<file path="config.mk">
export PLATFORM = sky130hd
export DESIGN_NAME = bytelane_fifo
export DESIGN_NICKNAME = d
export VERILOG_FILES = /design/src/rtl/bytelane_pkg.sv /design/src/rtl/bytelane_ctrl.sv /design/src/rtl/bytelane_store.sv /design/src/rtl/bytelane_fifo.sv
export SDC_FILE = /design/constraint.sdc
export NUM_CORES = 1
export LEC_CHECK = 0
export BUFFER_PORTS_ARGS = -buffer_cell sky130_fd_sc_hd__buf_4
export CORE_MARGIN = 8
export CORE_UTILIZATION = 50
export DETAILED_ROUTE_END_ITERATION = 16
export PLACE_DENSITY = 0.71
export SLEW_MARGIN = 20
export SYNTH_ARGS = -nofsm -noshare
export SYNTH_HDL_FRONTEND = slang
export SYNTH_SLANG_ARGS = --single-unit
</file>
<file path="constraint.sdc">
create_clock -name clk -period 5.8 [get_ports clk]
set_input_delay 1.16 -clock clk [delete_from_list [all_inputs] [get_ports clk]]
set_output_delay 1.16 -clock clk [all_outputs]
set_load 0.01 [all_outputs]
</file>
<file path="src/rtl/bytelane_pkg.sv">
package bytelane_pkg;

  // Number of whole bytes in a bus of the given width.
  function automatic int lanes_of(input int bus_w, input int byte_w);
    return bus_w / byte_w;
  endfunction

endpackage

</file>
<file path="src/rtl/bytelane_ctrl.sv">
// Pointer and occupancy bookkeeping, all in bytes.
module bytelane_ctrl #(
  parameter int ADDR_W = 5,
  parameter int IN_B   = 4,
  parameter int OUT_B  = 2
) (
  input  logic              clk,
  input  logic              rst,
  input  logic              push_req,
  input  logic              pop_req,
  output logic              push_ok,
  output logic              pop_ok,
  output logic              room,
  output logic              have,
  output logic [ADDR_W-1:0] wr_ptr,
  output logic [ADDR_W-1:0] rd_ptr,
  output logic [ADDR_W:0]   occ
);
  localparam int              DEPTH    = 1 << ADDR_W;
  localparam logic [ADDR_W:0] DEPTH_V  = (ADDR_W+1)'(DEPTH);
  localparam logic [ADDR_W:0] IN_STEP  = (ADDR_W+1)'(IN_B);
  localparam logic [ADDR_W:0] OUT_STEP = (ADDR_W+1)'(OUT_B);

  logic [ADDR_W:0] free_b;

  assign free_b  = DEPTH_V - occ;
  assign room    = free_b >= IN_STEP;
  assign have    = occ >= OUT_STEP;
  assign push_ok = push_req & room;
  assign pop_ok  = pop_req & have;

  always_ff @(posedge clk) begin
    if (rst) begin
      wr_ptr <= '0;
      rd_ptr <= '0;
      occ    <= '0;
    end else begin
      if (push_ok) wr_ptr <= wr_ptr + IN_STEP[ADDR_W-1:0];
      if (pop_ok)  rd_ptr <= rd_ptr + OUT_STEP[ADDR_W-1:0];
      case ({push_ok, pop_ok})
        2'b10:   occ <= occ + IN_STEP;
        2'b01:   occ <= occ - OUT_STEP;
        2'b11:   occ <= occ + IN_STEP - OUT_STEP;
        default: occ <= occ;
      endcase
    end
  end
endmodule

</file>
<file path="src/rtl/bytelane_store.sv">
// Byte array with a multi-byte write lane set and a registered multi-byte read.
module bytelane_store #(
  parameter int BYTE_W = 8,
  parameter int ADDR_W = 5,
  parameter int IN_B   = 4,
  parameter int OUT_B  = 2
) (
  input  logic                    clk,
  input  logic                    we,
  input  logic [ADDR_W-1:0]       wa,
  input  logic [IN_B*BYTE_W-1:0]  wdata,
  input  logic                    re,
  input  logic [ADDR_W-1:0]       ra,
  output logic [OUT_B*BYTE_W-1:0] rdata
);
  localparam int DEPTH = 1 << ADDR_W;

  logic [BYTE_W-1:0] mem [DEPTH];
  logic [ADDR_W-1:0] w_addr [IN_B];
  logic [ADDR_W-1:0] r_addr [OUT_B];

  // Per-lane addresses; the adder width gives the wrap at the top of storage.
  for (genvar wl = 0; wl < IN_B; wl++) begin : g_wlane
    assign w_addr[wl] = wa + ADDR_W'(wl);
  end
  for (genvar rl = 0; rl < OUT_B; rl++) begin : g_rlane
    assign r_addr[rl] = ra + ADDR_W'(rl);
  end

  always_ff @(posedge clk) begin
    if (we) begin
      for (int i = 0; i < IN_B; i++) begin
        mem[w_addr[i]] <= wdata[i*BYTE_W +: BYTE_W];
      end
    end
  end

  always_ff @(posedge clk) begin
    if (re) begin
      for (int j = 0; j < OUT_B; j++) begin
        rdata[j*BYTE_W +: BYTE_W] <= mem[r_addr[j]];
      end
    end
  end
endmodule

</file>
<file path="src/rtl/bytelane_fifo.sv">
module bytelane_fifo
  import bytelane_pkg::*;
#(
  parameter int BYTE_W = 8,
  parameter int IN_W   = 32,
  parameter int OUT_W  = 16,
  parameter int ADDR_W = 5
) (
  input  logic             clk,
  input  logic             rst,
  input  logic             in_valid,
  output logic             in_ready,
  input  logic [IN_W-1:0]  in_data,
  input  logic             out_req,
  output logic             out_avail,
  output logic             out_valid,
  output logic [OUT_W-1:0] out_data
);
  localparam int IN_B  = lanes_of(IN_W, BYTE_W);
  localparam int OUT_B = lanes_of(OUT_W, BYTE_W);
  localparam int DEPTH = 1 << ADDR_W;

  if (IN_W % BYTE_W != 0) begin : g_bad_in
    $error("input width is not a whole number of bytes");
  end
  if (OUT_W % BYTE_W != 0) begin : g_bad_out
    $error("output width is not a whole number of bytes");
  end
  if ((DEPTH % IN_B != 0) || (DEPTH % OUT_B != 0)) begin : g_bad_depth
    $error("depth is not a multiple of both byte strides");
  end

  logic              push_ok, pop_ok;
  logic [ADDR_W-1:0] wr_ptr, rd_ptr;
  logic [ADDR_W:0]   occ;

  bytelane_ctrl #(
    .ADDR_W(ADDR_W), .IN_B(IN_B), .OUT_B(OUT_B)
  ) u_ctrl (
    .clk(clk), .rst(rst),
    .push_req(in_valid), .pop_req(out_req),
    .push_ok(push_ok), .pop_ok(pop_ok),
    .room(in_ready), .have(out_avail),
    .wr_ptr(wr_ptr), .rd_ptr(rd_ptr), .occ(occ)
  );

  bytelane_store #(
    .BYTE_W(BYTE_W), .ADDR_W(ADDR_W), .IN_B(IN_B), .OUT_B(OUT_B)
  ) u_store (
    .clk(clk),
    .we(push_ok), .wa(wr_ptr), .wdata(in_data),
    .re(pop_ok), .ra(rd_ptr), .rdata(out_data)
  );

  always_ff @(posedge clk) begin
    if (rst) out_valid <= 1'b0;
    else     out_valid <= pop_ok;
  end
endmodule

</file>
# Yosys cells after proc, flatten, opt, wreduce, memory -nomap -nowiden

Memory sizes are Yosys's and may differ from the RTL's. A register that Yosys moved wholly into a read port is not among the register bits.
Index checks and enable logic that the tools add are counted.

Flip-flop bits (word level): 17
Memory bits (writable): 256
Bits of input ports: 36
Output and inout port bits: 19
Logic and storage cells: 26
Memories kept: 1

Memory list:

| name        | words | width | read ports | clocked after memory_dff | write ports | line                 | RTL |
|---|---|---|---|---|---|---|---|
| u_store.mem | 32    | 8     | 2          | 2                        | 4           | bytelane_store.sv:18 | `logic [BYTE_W-1:0] mem [DEPTH];` |

$add $sub $neg: 10
Magnitude comparators: 2
Equality and inequality tests: 3
Muxes and demuxes: 3
Bitwise operators: 2
Reductions and logical operators: 1

Operator list:

| cell                  | count |
|---|---|
| $pmux W6 S3           | 1 |
| $add A5 B2 Y5 const B | 3 |
| $sub A6 B2 Y6 const B | 2 |
| $add A5 B1 Y5 const B | 2 |
| $add A6 B3 Y6 const B | 1 |
| $ge A6 B2 Y1 const B  | 1 |
| $ge A6 B3 Y1 const B  | 1 |
| $sub A6 B6 Y6 const A | 1 |
| $add A5 B3 Y5 const B | 1 |
| $eq A2 B2 Y1 const B  | 2 |
| $reduce_bool A3 Y1    | 1 |
| $and A1 B1 Y1         | 2 |
| $eq A2 B1 Y1 const B  | 1 |
| $mux W1               | 2 |

# Longest topological paths before layout

Depth after elaboration: 5
Depth in mapped cells: 10
Depth with buffers taken out: 8

# Hierarchy

A second synthesis with hierarchy kept.

Cell total of the unflattened synthesis: 2087
Area total of the unflattened synthesis: 22198.8 µm²

By module, submodules not included:

| module         | instances | cells each | area each (µm²) | seq. area each (µm²) |
|---|---|---|---|---|
| bytelane_store | 1         | 1980       | 21242.9         | 8167.8 |
| bytelane_ctrl  | 1         | 105        | 922.1           | 240.2 |
| bytelane_fifo  | 1         | 2          | 33.8            | 20.0 |

# Worst setup path before layout

Ideal clock, no wire load.

Path type: reg-to-reg
Start point: register u_ctrl.occ[2]
End point: memory u_store.mem[10][0], enable pin
Setup time: 0.513 ns
Arrival time: 4.948 ns
Required time: 5.287 ns
Setup slack: 0.338 ns
Cell stages (with the launch flop): 8
Buffers on the path: 1
Period minus slack after synthesis: 5.462 ns
Cell sequence: dfxtp_1 -> inv_1 -> ha_1 -> nor3b_2 -> xor2_1 -> o31ai_4 -> buf_4 -> nor4b_1

RTL lines:

| item                     | line                 | RTL |
|---|---|---|
| start: declaration       | bytelane_ctrl.sv:17  | `output logic [ADDR_W:0] occ` |
| start signal: assignment | bytelane_ctrl.sv:41  | `2'b10: occ <= occ + IN_STEP;` |
| start signal: assignment | bytelane_ctrl.sv:42  | `2'b01: occ <= occ - OUT_STEP;` |
| start signal: assignment | bytelane_ctrl.sv:43  | `2'b11: occ <= occ + IN_STEP - OUT_STEP;` |
| end: declaration         | bytelane_store.sv:18 |  |

# Final worst setup path

Start point: register u_ctrl.occ[2]
End point: output port in_ready

Word-level cells in the longest chain between the ends: 2

RTL lines:

| item             | line                | RTL |
|---|---|---|
| $sub A6 B6 Y6    | bytelane_ctrl.sv:26 | `assign free_b = DEPTH_V - occ;` |
| $ge A6 B3 Y1     | bytelane_ctrl.sv:27 | `assign room = free_b >= IN_STEP;` |
| end: declaration | bytelane_fifo.sv:12 | `output logic in_ready,` |

No other way between the ends.

==> results.ini <==
[run_status]
status = finished, final reports clean

[drt]
vias = 5031
drt-total-wl_um = 20070
m1WireLength_um = 8675
routedWlPerCell_um = 23.20
met2RoutedLength_um = 10110
antenna_left = 0
highest_layer = met4
drc_errors = 0
dr_wl_met3_um = 950
drt-initial-drc-count = 378
viasPerCell = 5.816
firstDrtPassIters = 7

[placement]
gp_congestion = 0.7846
dpl.cell_count = 813
place.detailed.hpwl_um = 12030
io_buffers = 54

[critical_path]
required_ns = 4.64
start_kind = flip-flop
crit_arrival_ns = 2.50
r2r-end = u_store.mem[24][5]$_DFFE_PP_
reg2reg_from = u_ctrl.occ[2]$_SDFFE_PP0P_
r2r_slack_ns = 2.35
rr_worst_depth = 8
crit_fanout = 9
critPathKind = flip-flop to output port
endpoint_kind = output port

[clock_network]
clock_latency_ns = 0.53
cts_root_buf = clkbuf_16
cts_tree = yes
cts_sinks = 285
clkTransAtPathRegs_ns = 0.06
ctsHoldBuffers = 0
post-cts-setup-buffers = 0
cts.htree.levels = 1
clock_path_buffers = 3
cts_buffers = 28
cts_resized = 0

[synth]
synth_top_family_by_area = multiplexers
synth_compound_area_frac = 0.01567
synth_warnings = 0
ys_seq_elements = 285
synth_xor_area_frac = 0.009470
synth_top_area_share = 0.7360
synth-edff-count = 272
synthFlopType = edfxtp_1
syn_nets = 535
synth_mux_area_frac = 0.1641
synthAdderAreaFrac = 0.01127
synth_area_per_cell_um2 = 22.70
yosys.area_share.simple = 0.02548
ys_types = 47
yosysSeqAreaShare = 0.7594
synth_top_cell_by_area = edfxtp_1
synthCells = 489
synth.top_cells.by_area = edfxtp_1 74%, mux4_2 16%, dfxtp_1 2.3%, ha_1 1.1%, xor2_1 0.55%
synth_area_mm2 = 0.01110
ys_async_sr_fraction = 0

[run]
cap_violations = 0

[hold_path]
hold_path.class = flip-flop to flip-flop
hold_path_end = u_ctrl.wr_ptr[4]$_SDFFE_PP0P_
hp-start = u_ctrl.wr_ptr[4]$_SDFFE_PP0P_
whs_path_depth = 2

[die]
num_rows = 54
ios = 55
dieArea_mm2 = 0.02722
start_util = 0.5085
die_h_um = 165.0
core_mm2 = 0.02182
chipWidth_um = 165.0

[final_layout]
fillers = 1554
area.sequential_mm2 = 0.008434
drive_gt1_frac = 0.3709
nets = 609
fin_cells = 865
num_antenna_cells = 0
multiInputGateArea_mm2 = 0.002561
final_util = 0.5883
syn2layout_area_growth_pct = 15.68

[timing]
tns_ns = 0
setup_viol = 0
fin_crit_sh = 0.6314
worst_pin_slew_ns = 0.9857
drv_slew = 0
fin_skew_ns = 0.01330
rsz0062_at_grt = no
finalHoldViolCount = 0
holdWs_ns = 0.6433
period_needed_ns = 3.662
slew_headroom = 0.3413
max_freq_ghz = 0.2731

[global_route]
grt_pass1_vias = 5411
grt_first_pass_wirelength_um = 31600
grt_max_degree = 42
antenna_found_initial = 0
grt_use_total = 0.1523
overflow = 0

[power]
power_mw = 5.869
p_leak_nw = 4.101
peakVddDrop_v = 0.0002247
pwr_density_cell_mw_per_mm2 = 457.1

per-stage QoR:
step / area (um2) / setup slack (ns)
6_report: 12840 / 2.138
5_1_grt: 12840 / 2.006
4_1_cts: 12830 / 2.097
3_5_place_dp: 11880 / 2.100
3_3_place_gp: 11880 / 2.369
2_1_floorplan: 11100 / 0.3384
critical path: stages, from the launching register on:
cell and delay, ns:
dfxtp_1 0.49, inv_1 0.18, ha_1 0.33, or3_4 0.42
or3_1 0.40, buf_4 0.16
layout make-up:
type                       count  share of cell area
sequential                   285              0.6570
clock buffer                  35             0.05984
inverter                       6            0.001754
clock inverter                17             0.01433
multi-input combinational    173              0.1995
tap                          280             0.02729
timing repair buffer          69             0.04035
layout by cell type, fill, tap and decap left out, drive strengths merged, types with 3 or more instances in the layout:
master	n
a21oi	4
buf	69
bufinv	3
clkbuf	35
clkinv	12
dfxtp	13
edfxtp	272
ha	10
inv	6
mux4	80
nand2	10
nand3	3
nand4	4
nor2	11
nor3	3
nor3b	4
or3	3
xnor2	5
xor2	7
power breakdown:
| group | leakage, nW | switching [mW] | internal (mW) |
|---|---|---|---|
| registers | 2.58 | 0.209 | 2.56 |
| logic | 1.05 | 0.595 | 0.678 |
| clock network | 0.469 | 0.746 | 1.08 |
registers in the layout, indices dropped and copies added, names as in the netlist:
register,count
u_ctrl.occ,5
u_store.rdata,16
out_valid,1
u_store.mem,256
u_ctrl.wr_ptr,3
u_ctrl.rd_ptr,4
worst max-delay path by stage:
| stage | from | endpoint | slack, ns | cells after the start |
|---|---|---|---|---|
| finish | u_ctrl.occ[2]$_SDFFE_PP0P_ | in_ready | 2.14 | 5 |
| global route | u_ctrl.occ[2]$_SDFFE_PP0P_ | in_ready | 2.01 | 6 |
| CTS | u_ctrl.occ[2]$_SDFFE_PP0P_ | u_store.mem[26][1]$_DFFE_PP_ | 2.10 | 8 |
| detailed placement | u_ctrl.occ[2]$_SDFFE_PP0P_ | u_store.mem[25][4]$_DFFE_PP_ | 2.10 | 8 |
| global placement | u_ctrl.occ[2]$_SDFFE_PP0P_ | u_store.mem[25][2]$_DFFE_PP_ | 2.37 | 8 |
| floorplan | u_ctrl.occ[2]$_SDFFE_PP0P_ | u_store.mem[10][0]$_DFFE_PP_ | 0.34 | 7 |
synthesized netlist by cell type, types with 2 or more instances:
| master | instances |
|---|---|
| buf_1 | 4 |
| mux2i_1 | 2 |
| nor2_1 | 11 |
| o31ai_4 | 2 |
| dfxtp_1 | 13 |
| or3_1 | 2 |
| clkbuf_1 | 9 |
| buf_6 | 3 |
| xor2_1 | 7 |
| ha_1 | 10 |
| nor2b_1 | 2 |
| buf_2 | 7 |
| a21oi_1 | 4 |
| nor3_1 | 3 |
| nand4_1 | 4 |
| xnor2_1 | 5 |
| nand3b_1 | 2 |
| nand2_1 | 10 |
| nor3b_1 | 3 |
| nor4b_1 | 2 |
| nand3_1 | 3 |
| mux4_2 | 80 |
| inv_1 | 6 |
| edfxtp_1 | 272 |
layer usage:
layer | global-route usage | up-vias
li1 | - | 2211
met1 | 0.2078 | 2663
met2 | 0.2516 | 130
met3 | 0.02393 | 27
met4 | 0.04218 | 0
met5 | 0 | -
logic make-up (layout without fill, tap and decap cells):
kind of cell,after synthesis,in the layout
XOR/XNOR,12,12
AO/OA/AOI/OAI,19,19
flip-flops,285,285
buffers and inverters,31,127
adder cells (fa/ha/maj),10,10
multiplexers,82,82
AND/OR/NAND/NOR,50,50
Power figures use the tool's default switching activity.
